==> config.mk <==
export PLATFORM = sky130hd
export DESIGN_NAME = tod_counter
export DESIGN_NICKNAME = d
export VERILOG_FILES = /design/src/rtl/tod_pkg.sv /design/src/rtl/tod_sync.sv /design/src/rtl/tod_debounce.sv /design/src/rtl/tod_field.sv /design/src/rtl/tod_counter.sv
export SDC_FILE = /design/constraint.sdc
export NUM_CORES = 1
export LEC_CHECK = 0
export ABC_AREA = 1
export BUFFER_PORTS_ARGS = -buffer_cell sky130_fd_sc_hd__buf_2
export CAP_MARGIN = 15
export CORE_UTILIZATION = 45
export DETAILED_ROUTE_END_ITERATION = 8
export PLACE_DENSITY = 0.74
export SETUP_SLACK_MARGIN = 0.15
export SYNTH_ARGS = -nofsm -noshare
export SYNTH_HDL_FRONTEND = slang
export SYNTH_SLANG_ARGS = --single-unit
==> constraint.sdc <==
create_clock -name clk_i -period 1.4 [get_ports clk_i]
set_clock_uncertainty 0.1 [all_clocks]
set_input_delay 0.28 -clock clk_i [delete_from_list [all_inputs] [get_ports clk_i]]
set_output_delay 0.28 -clock clk_i [all_outputs]
set_load 0.005 [all_outputs]
==> src/rtl/tod_pkg.sv <==
package tod_pkg;
  localparam int unsigned SEC_W   = 6;
  localparam int unsigned MIN_W   = 6;
  localparam int unsigned HR_W    = 5;
  localparam int unsigned SEC_MAX = 59;
  localparam int unsigned MIN_MAX = 59;
  localparam int unsigned HR_MAX  = 23;
  localparam int unsigned NUM_BTN = 3;

  typedef enum int unsigned {
    F_SEC = 0,
    F_MIN = 1,
    F_HR  = 2
  } field_e;
endpackage

==> src/rtl/tod_sync.sv <==
module tod_sync #(
  parameter int unsigned WIDTH  = 1,
  parameter int unsigned STAGES = 2
) (
  input  logic             clk_i,
  input  logic             rst_ni,
  input  logic [WIDTH-1:0] d_i,
  output logic [WIDTH-1:0] q_o
);
  logic [WIDTH-1:0] stage_q [STAGES];

  always_ff @(posedge clk_i or negedge rst_ni) begin
    if (!rst_ni) begin
      for (int i = 0; i < STAGES; i++) stage_q[i] <= '0;
    end else begin
      stage_q[0] <= d_i;
      for (int i = 1; i < STAGES; i++) stage_q[i] <= stage_q[i-1];
    end
  end

  assign q_o = stage_q[STAGES-1];
endmodule

==> src/rtl/tod_debounce.sv <==
module tod_debounce #(
  parameter int unsigned DEPTH = 3
) (
  input  logic clk_i,
  input  logic rst_ni,
  input  logic strobe_i,
  input  logic raw_i,
  output logic level_o
);
  logic [DEPTH-1:0] hist_q;
  logic             level_q;

  always_ff @(posedge clk_i or negedge rst_ni) begin
    if (!rst_ni) begin
      hist_q  <= '0;
      level_q <= 1'b0;
    end else if (strobe_i) begin
      hist_q  <= {hist_q[DEPTH-2:0], raw_i};
      level_q <= &{hist_q[DEPTH-2:0], raw_i};
    end
  end

  assign level_o = level_q;

  // filtered level moves only on a sample strobe
  a_r7_level_on_strobe: assert property (@(posedge clk_i) disable iff (!rst_ni)
    !strobe_i |=> $stable(level_o));
endmodule

==> src/rtl/tod_field.sv <==
module tod_field #(
  parameter int unsigned WIDTH   = 6,
  parameter int unsigned MAX_VAL = 59
) (
  input  logic             clk_i,
  input  logic             rst_ni,
  input  logic             inc_i,
  output logic [WIDTH-1:0] val_o,
  output logic             at_max_o
);
  localparam logic [WIDTH-1:0] MaxV = WIDTH'(MAX_VAL);

  logic [WIDTH-1:0] val_q;

  always_ff @(posedge clk_i or negedge rst_ni) begin
    if (!rst_ni)    val_q <= '0;
    else if (inc_i) val_q <= (val_q == MaxV) ? '0 : val_q + 1'b1;
  end

  assign val_o    = val_q;
  assign at_max_o = (val_q == MaxV);

  a_r5_in_range: assert property (@(posedge clk_i) disable iff (!rst_ni)
    val_o <= MaxV);
  a_r3_wrap: assert property (@(posedge clk_i) disable iff (!rst_ni)
    inc_i && at_max_o |=> val_o == '0);
  a_r2_step: assert property (@(posedge clk_i) disable iff (!rst_ni)
    inc_i && !at_max_o |=> val_o == $past(val_o) + 1'b1);
  a_r4_hold: assert property (@(posedge clk_i) disable iff (!rst_ni)
    !inc_i |=> $stable(val_o));
endmodule

==> src/rtl/tod_counter.sv <==
module tod_counter
  import tod_pkg::*;
#(
  parameter int unsigned SAMPLE_CYCLES = 2_500_000,
  parameter int unsigned SYNC_STAGES   = 2,
  parameter int unsigned DB_DEPTH      = 3
) (
  input  logic             clk_i,
  input  logic             rst_ni,
  input  logic             tick_i,
  input  logic             set_mode_i,
  input  logic             btn_sec_i,
  input  logic             btn_min_i,
  input  logic             btn_hr_i,
  output logic             set_led_o,
  output logic [SEC_W-1:0] sec_o,
  output logic [MIN_W-1:0] min_o,
  output logic [HR_W-1:0]  hr_o
);
  localparam int unsigned CNT_W = (SAMPLE_CYCLES > 1) ? $clog2(SAMPLE_CYCLES) : 1;
  localparam logic [CNT_W-1:0] CntLast = CNT_W'(SAMPLE_CYCLES - 1);
  localparam int unsigned SYNC_W = NUM_BTN + 2;

  logic [SYNC_W-1:0]  sync_s;
  logic               tick_s, mode_s;
  logic [NUM_BTN-1:0] btn_s, db, db_q, press;
  logic [CNT_W-1:0]   samp_cnt_q;
  logic               strobe;
  logic               tick_q, adv;
  logic               sec_max, min_max, hr_max;
  logic               sec_inc, min_inc, hr_inc;

  assign set_led_o = set_mode_i;

  tod_sync #(.WIDTH(SYNC_W), .STAGES(SYNC_STAGES)) u_sync (
    .clk_i (clk_i),
    .rst_ni(rst_ni),
    .d_i   ({btn_hr_i, btn_min_i, btn_sec_i, set_mode_i, tick_i}),
    .q_o   (sync_s)
  );
  assign tick_s = sync_s[0];
  assign mode_s = sync_s[1];
  assign btn_s  = sync_s[SYNC_W-1:2];

  // one sample strobe shared by all debouncers
  always_ff @(posedge clk_i or negedge rst_ni) begin
    if (!rst_ni)                  samp_cnt_q <= '0;
    else if (samp_cnt_q == CntLast) samp_cnt_q <= '0;
    else                          samp_cnt_q <= samp_cnt_q + 1'b1;
  end
  assign strobe = (samp_cnt_q == CntLast);

  for (genvar g = 0; g < NUM_BTN; g++) begin : g_btn
    tod_debounce #(.DEPTH(DB_DEPTH)) u_db (
      .clk_i   (clk_i),
      .rst_ni  (rst_ni),
      .strobe_i(strobe),
      .raw_i   (btn_s[g]),
      .level_o (db[g])
    );
  end

  // edge trackers run in both modes, so a button held on entry is not a press
  always_ff @(posedge clk_i or negedge rst_ni) begin
    if (!rst_ni) begin
      db_q   <= '0;
      tick_q <= 1'b0;
    end else begin
      db_q   <= db;
      tick_q <= tick_s;
    end
  end

  assign press = {NUM_BTN{mode_s}} & db & ~db_q;
  assign adv   = tick_s & ~tick_q & ~mode_s;

  assign sec_inc = adv | press[F_SEC];
  assign min_inc = (adv & sec_max) | press[F_MIN];
  assign hr_inc  = (adv & sec_max & min_max) | press[F_HR];

  tod_field #(.WIDTH(SEC_W), .MAX_VAL(SEC_MAX)) u_sec (
    .clk_i(clk_i), .rst_ni(rst_ni), .inc_i(sec_inc), .val_o(sec_o), .at_max_o(sec_max));
  tod_field #(.WIDTH(MIN_W), .MAX_VAL(MIN_MAX)) u_min (
    .clk_i(clk_i), .rst_ni(rst_ni), .inc_i(min_inc), .val_o(min_o), .at_max_o(min_max));
  tod_field #(.WIDTH(HR_W), .MAX_VAL(HR_MAX)) u_hr (
    .clk_i(clk_i), .rst_ni(rst_ni), .inc_i(hr_inc), .val_o(hr_o), .at_max_o(hr_max));

  a_r4_frozen: assert property (@(posedge clk_i) disable iff (!rst_ni)
    mode_s && !press[F_SEC] |=> $stable(sec_o));
  a_r5_no_carry: assert property (@(posedge clk_i) disable iff (!rst_ni)
    mode_s && !press[F_MIN] |=> $stable(min_o));
  a_r6_one_per_level: assert property (@(posedge clk_i) disable iff (!rst_ni)
    press[F_HR] |=> !press[F_HR]);
  a_r3_hour_wrap: assert property (@(posedge clk_i) disable iff (!rst_ni)
    adv && sec_max && min_max && hr_max |=> hr_o == '0 && min_o == '0 && sec_o == '0);
endmodule

==> impl_results.md <==
- Hold Violations, Final: 0
- Path depth of the worst reg2reg path: 9
- Clock root cell: clkbuf_8
- Slew HR: 74.2%
- Routed len/inst: 15.3 µm
- Final Max Slew Viols: 0
- Final wirelength: 8.73 mm
- Crit end category: register
- Total congestion overflow: 0
- DRT Pass-1 Iters: 6
- Syn_area_per_cell: 8.25 µm²
- Syn. warnings: 0
- Final HPWL DP: 4.90 mm
- Synth Instances: 371
- Worst hold path class: register to register
- Switch Pwr: 1010 µW
- Ratio of cells with drive above 1 in the final layout: 47.7%
- Die Wd: 84.5 µm
- Most frequent cells in the layout: 59 x nand2_1, 56 x dfrtp_1, 53 x buf_4
- Fin nets: 500
- Crit Path Max Fanout: 7
- Initial antenna violation count: 0
- Synth-to-Final Area Change: 54.7%
- Site Rows: 29
- Sequential fraction of design power: 45.2%
- Leak pwr: 0.00233 µW
- Sw frac: 23.8%
- DRC Markers: 4
- WP data required: 1.53 ns
- Boundary Pins: 25
- Detailed Route Iter0 Violations: 179
- Starting density of the core: 47.4%
- Worst-Skew Late Latency: 0.34 ns
- Max Fclk: 0.660 GHz
- Tmin final: 1.52 ns
- Final Total Pwr: 4230 µW
- Critical path class: register to register
- TritonCTS Buffers: 9
- Die Ht: 84.5 µm
- WHS: 0.248 ns
- Cell Int Power: 3220 µW
- Failing checks: design-rule violations, negative setup slack
- GPL Wtd Cong: 0.915
- Fillers: 426
- Synthesized net count: 382
- Vias in the first global route: 2857
- Maximum VDD drop: 0.000897 V
- Crit path launch type: register
- Mapped Area: 3060 µm²
- PnR worst setup slack: -0.115 ns
- Status: finished, violations left
- First-pass GRT wire length: 12.8 mm
- Synthesized flop and latch total: 62
- Total Die Area: 7140 µm²
- Power share of the combinational group: 13.5%
- Final worst-path cycle share: 108%
- Count of different cell masters after synthesis: 29
- GR Util met3: 4.33%
- CTS tree: yes
- Met2 usage: 39.2%
- Largest net degree at the start of global routing: 52
- GRT met1 Usage: 28.6%
- Clk pwr share: 41.3%
- RSZ-0062 raised after global routing: true
- Leading cell type in the layout, fill and taps excluded: nand2_1
- GRT Max-Usage Layer: met2
- Finished Layout Cells: 570
- CTS H-tree depth: 3
- Max cap viols: 0
- # clock sinks: 62
- Antenna viol nets, final: 0
- Core area: 6460 µm²
- ANT cells: 0
- Via Count: 2987
- Synth top area share: 50.7%
- GRT Util Overall: 22.8%
- Port bufs: 24
- Sequential area share after synthesis: 50.7%
- Data arrival, critical path: 1.64 ns
- Dpl cells: 515
- Worst Tran Pin Value: 0.386 ns
- Clock buffer depth: 2
- Worst hold path depth: 0
- Largest cells by area after synthesis: dfrtp_1 51%, nand2_1 11%, nor2_1 6.5%
- Area leader, netlist: dfrtp_1
- Vias per cell: 5.24
- Pwr dens: 892 nW/µm²
- Pre-CTS setup slack: -0.124 ns
- Setup Viol. Count Final: 38
- Worst-path clk slew: 0.07 ns
-- critical path: stages (launching register included) --
cell	delay, ns
dfrtp_1	0.43
buf_4	0.16
nand2_4	0.06
inv_4	0.06
nand2_4	0.05
nor2_4	0.12
nand3_4	0.11
buf_12	0.17
nand2_2	0.08
o21ai_2	0.06
-- cell type report --
class,instances,area (µm²),area share [%]
timing repair buffer,109,940,19.8
sequential,62,1560,32.9
tap,77,96.3,2.03
multi-input combinational,263,1750,37.0
clock buffer,12,145,3.06
clock inverter,3,68.8,1.45
inverter,44,175,3.70
-- power groups by stage --
stage / registers (µW) / clock network [µW] / logic, µW
after CTS: 1900 / 1750 / 515
final: 1910 / 1750 / 569
after floorplan: 1960 / 0 / 110
after detailed placement: 1940 / 0 / 338
after global placement: 1930 / 0 / 327
after global routing: 1920 / 1820 / 617
-- layer usage --
layer	share of wire (%)	vias up	wire length, µm
li1	-	1422	-
met1	41	1462	3610
met4	2.8	0	246
met2	52	80	4560
met3	3.6	23	311
met5	0	-	0
-- path summary, 6_finish.rpt --
| kind | start | end | slack, ns |
|---|---|---|---|
| min in group asynchronous | rst_ni | samp_cnt_q[5] | 0.34 |
| worst max register to register | samp_cnt_q[2] | g_btn[0].u_db.hist_q[1] | -0.12 |
| worst min register to register | u_sync.stage_q[8] | u_sync.q_o[3] | 0.25 |
| worst max-delay path | samp_cnt_q[2] | g_btn[0].u_db.hist_q[1] | -0.12 |
| max in group asynchronous | rst_ni | u_min.val_o[2] | 0.58 |
| worst min-delay path | u_sync.stage_q[8] | u_sync.q_o[3] | 0.25 |
-- cells by family (layout without fill, tap and decap cells) --
family | count (synthesis) | after routing | share of synthesized area [%]
adders and majority gates | 4 | 4 | 1.63
AOI/OAI and AO/OA | 18 | 18 | 3.43
DFF | 62 | 62 | 50.7
xor gates and xnor gates | 14 | 14 | 4.00
buffers and inverters | 48 | 168 | 6.42
and+or+nand+nor | 225 | 227 | 33.8
-- metrics by stage --
step	TNS (ns)	utilization, %	area (µm²)
floorplan	-0.00916	-	3110
global placement	-0.212	56.8	3670
finish	-2.00	73.3	4740
global route	-4.82	73.3	4740
detailed placement	-1.42	56.8	3670
CTS	-0.705	66.8	4320
-- registers in the layout (all words and copies together), names as in the netlist --
signal and count:
g_btn.u_db.level_o 3, u_hr.val_o 5, u_min.val_o 6, samp_cnt_q 22, u_sync.stage_q 5, db_q 3
u_sec.val_o 6, tick_q 1, u_sync.q_o 5, g_btn.u_db.hist_q 6
-- cell usage after synthesis --
master / instances
nand2_1: 91
buf_2: 1
a21boi_0: 1
buf_6: 1
nand2_2: 5
o21bai_1: 1
o21a_1: 1
nor3_1: 3
ha_1: 4
xor2_1: 10
nand3_1: 37
and3_2: 1
nor2_4: 2
and2_1: 1
dfrtp_1: 62
nor2_1: 53
xnor2_1: 4
inv_2: 2
inv_1: 42
nor2_2: 10
nand4_1: 8
and3_1: 3
a21oi_1: 3
nand3_2: 4
o21ai_0: 10
nand3b_1: 6
o21ai_2: 2
nand2_4: 1
buf_4: 2
-- repair_timing --
item,in CTS,in global routing
resized for setup,61,86
buffers inserted,20,11
hold buffers,6,0
endpoints found under the hold margin,67,0
pin swaps,25,27
endpoints found under the setup margin,63,62
cloned,1,2
No activity file was read; power rests on OpenSTA's default activity.
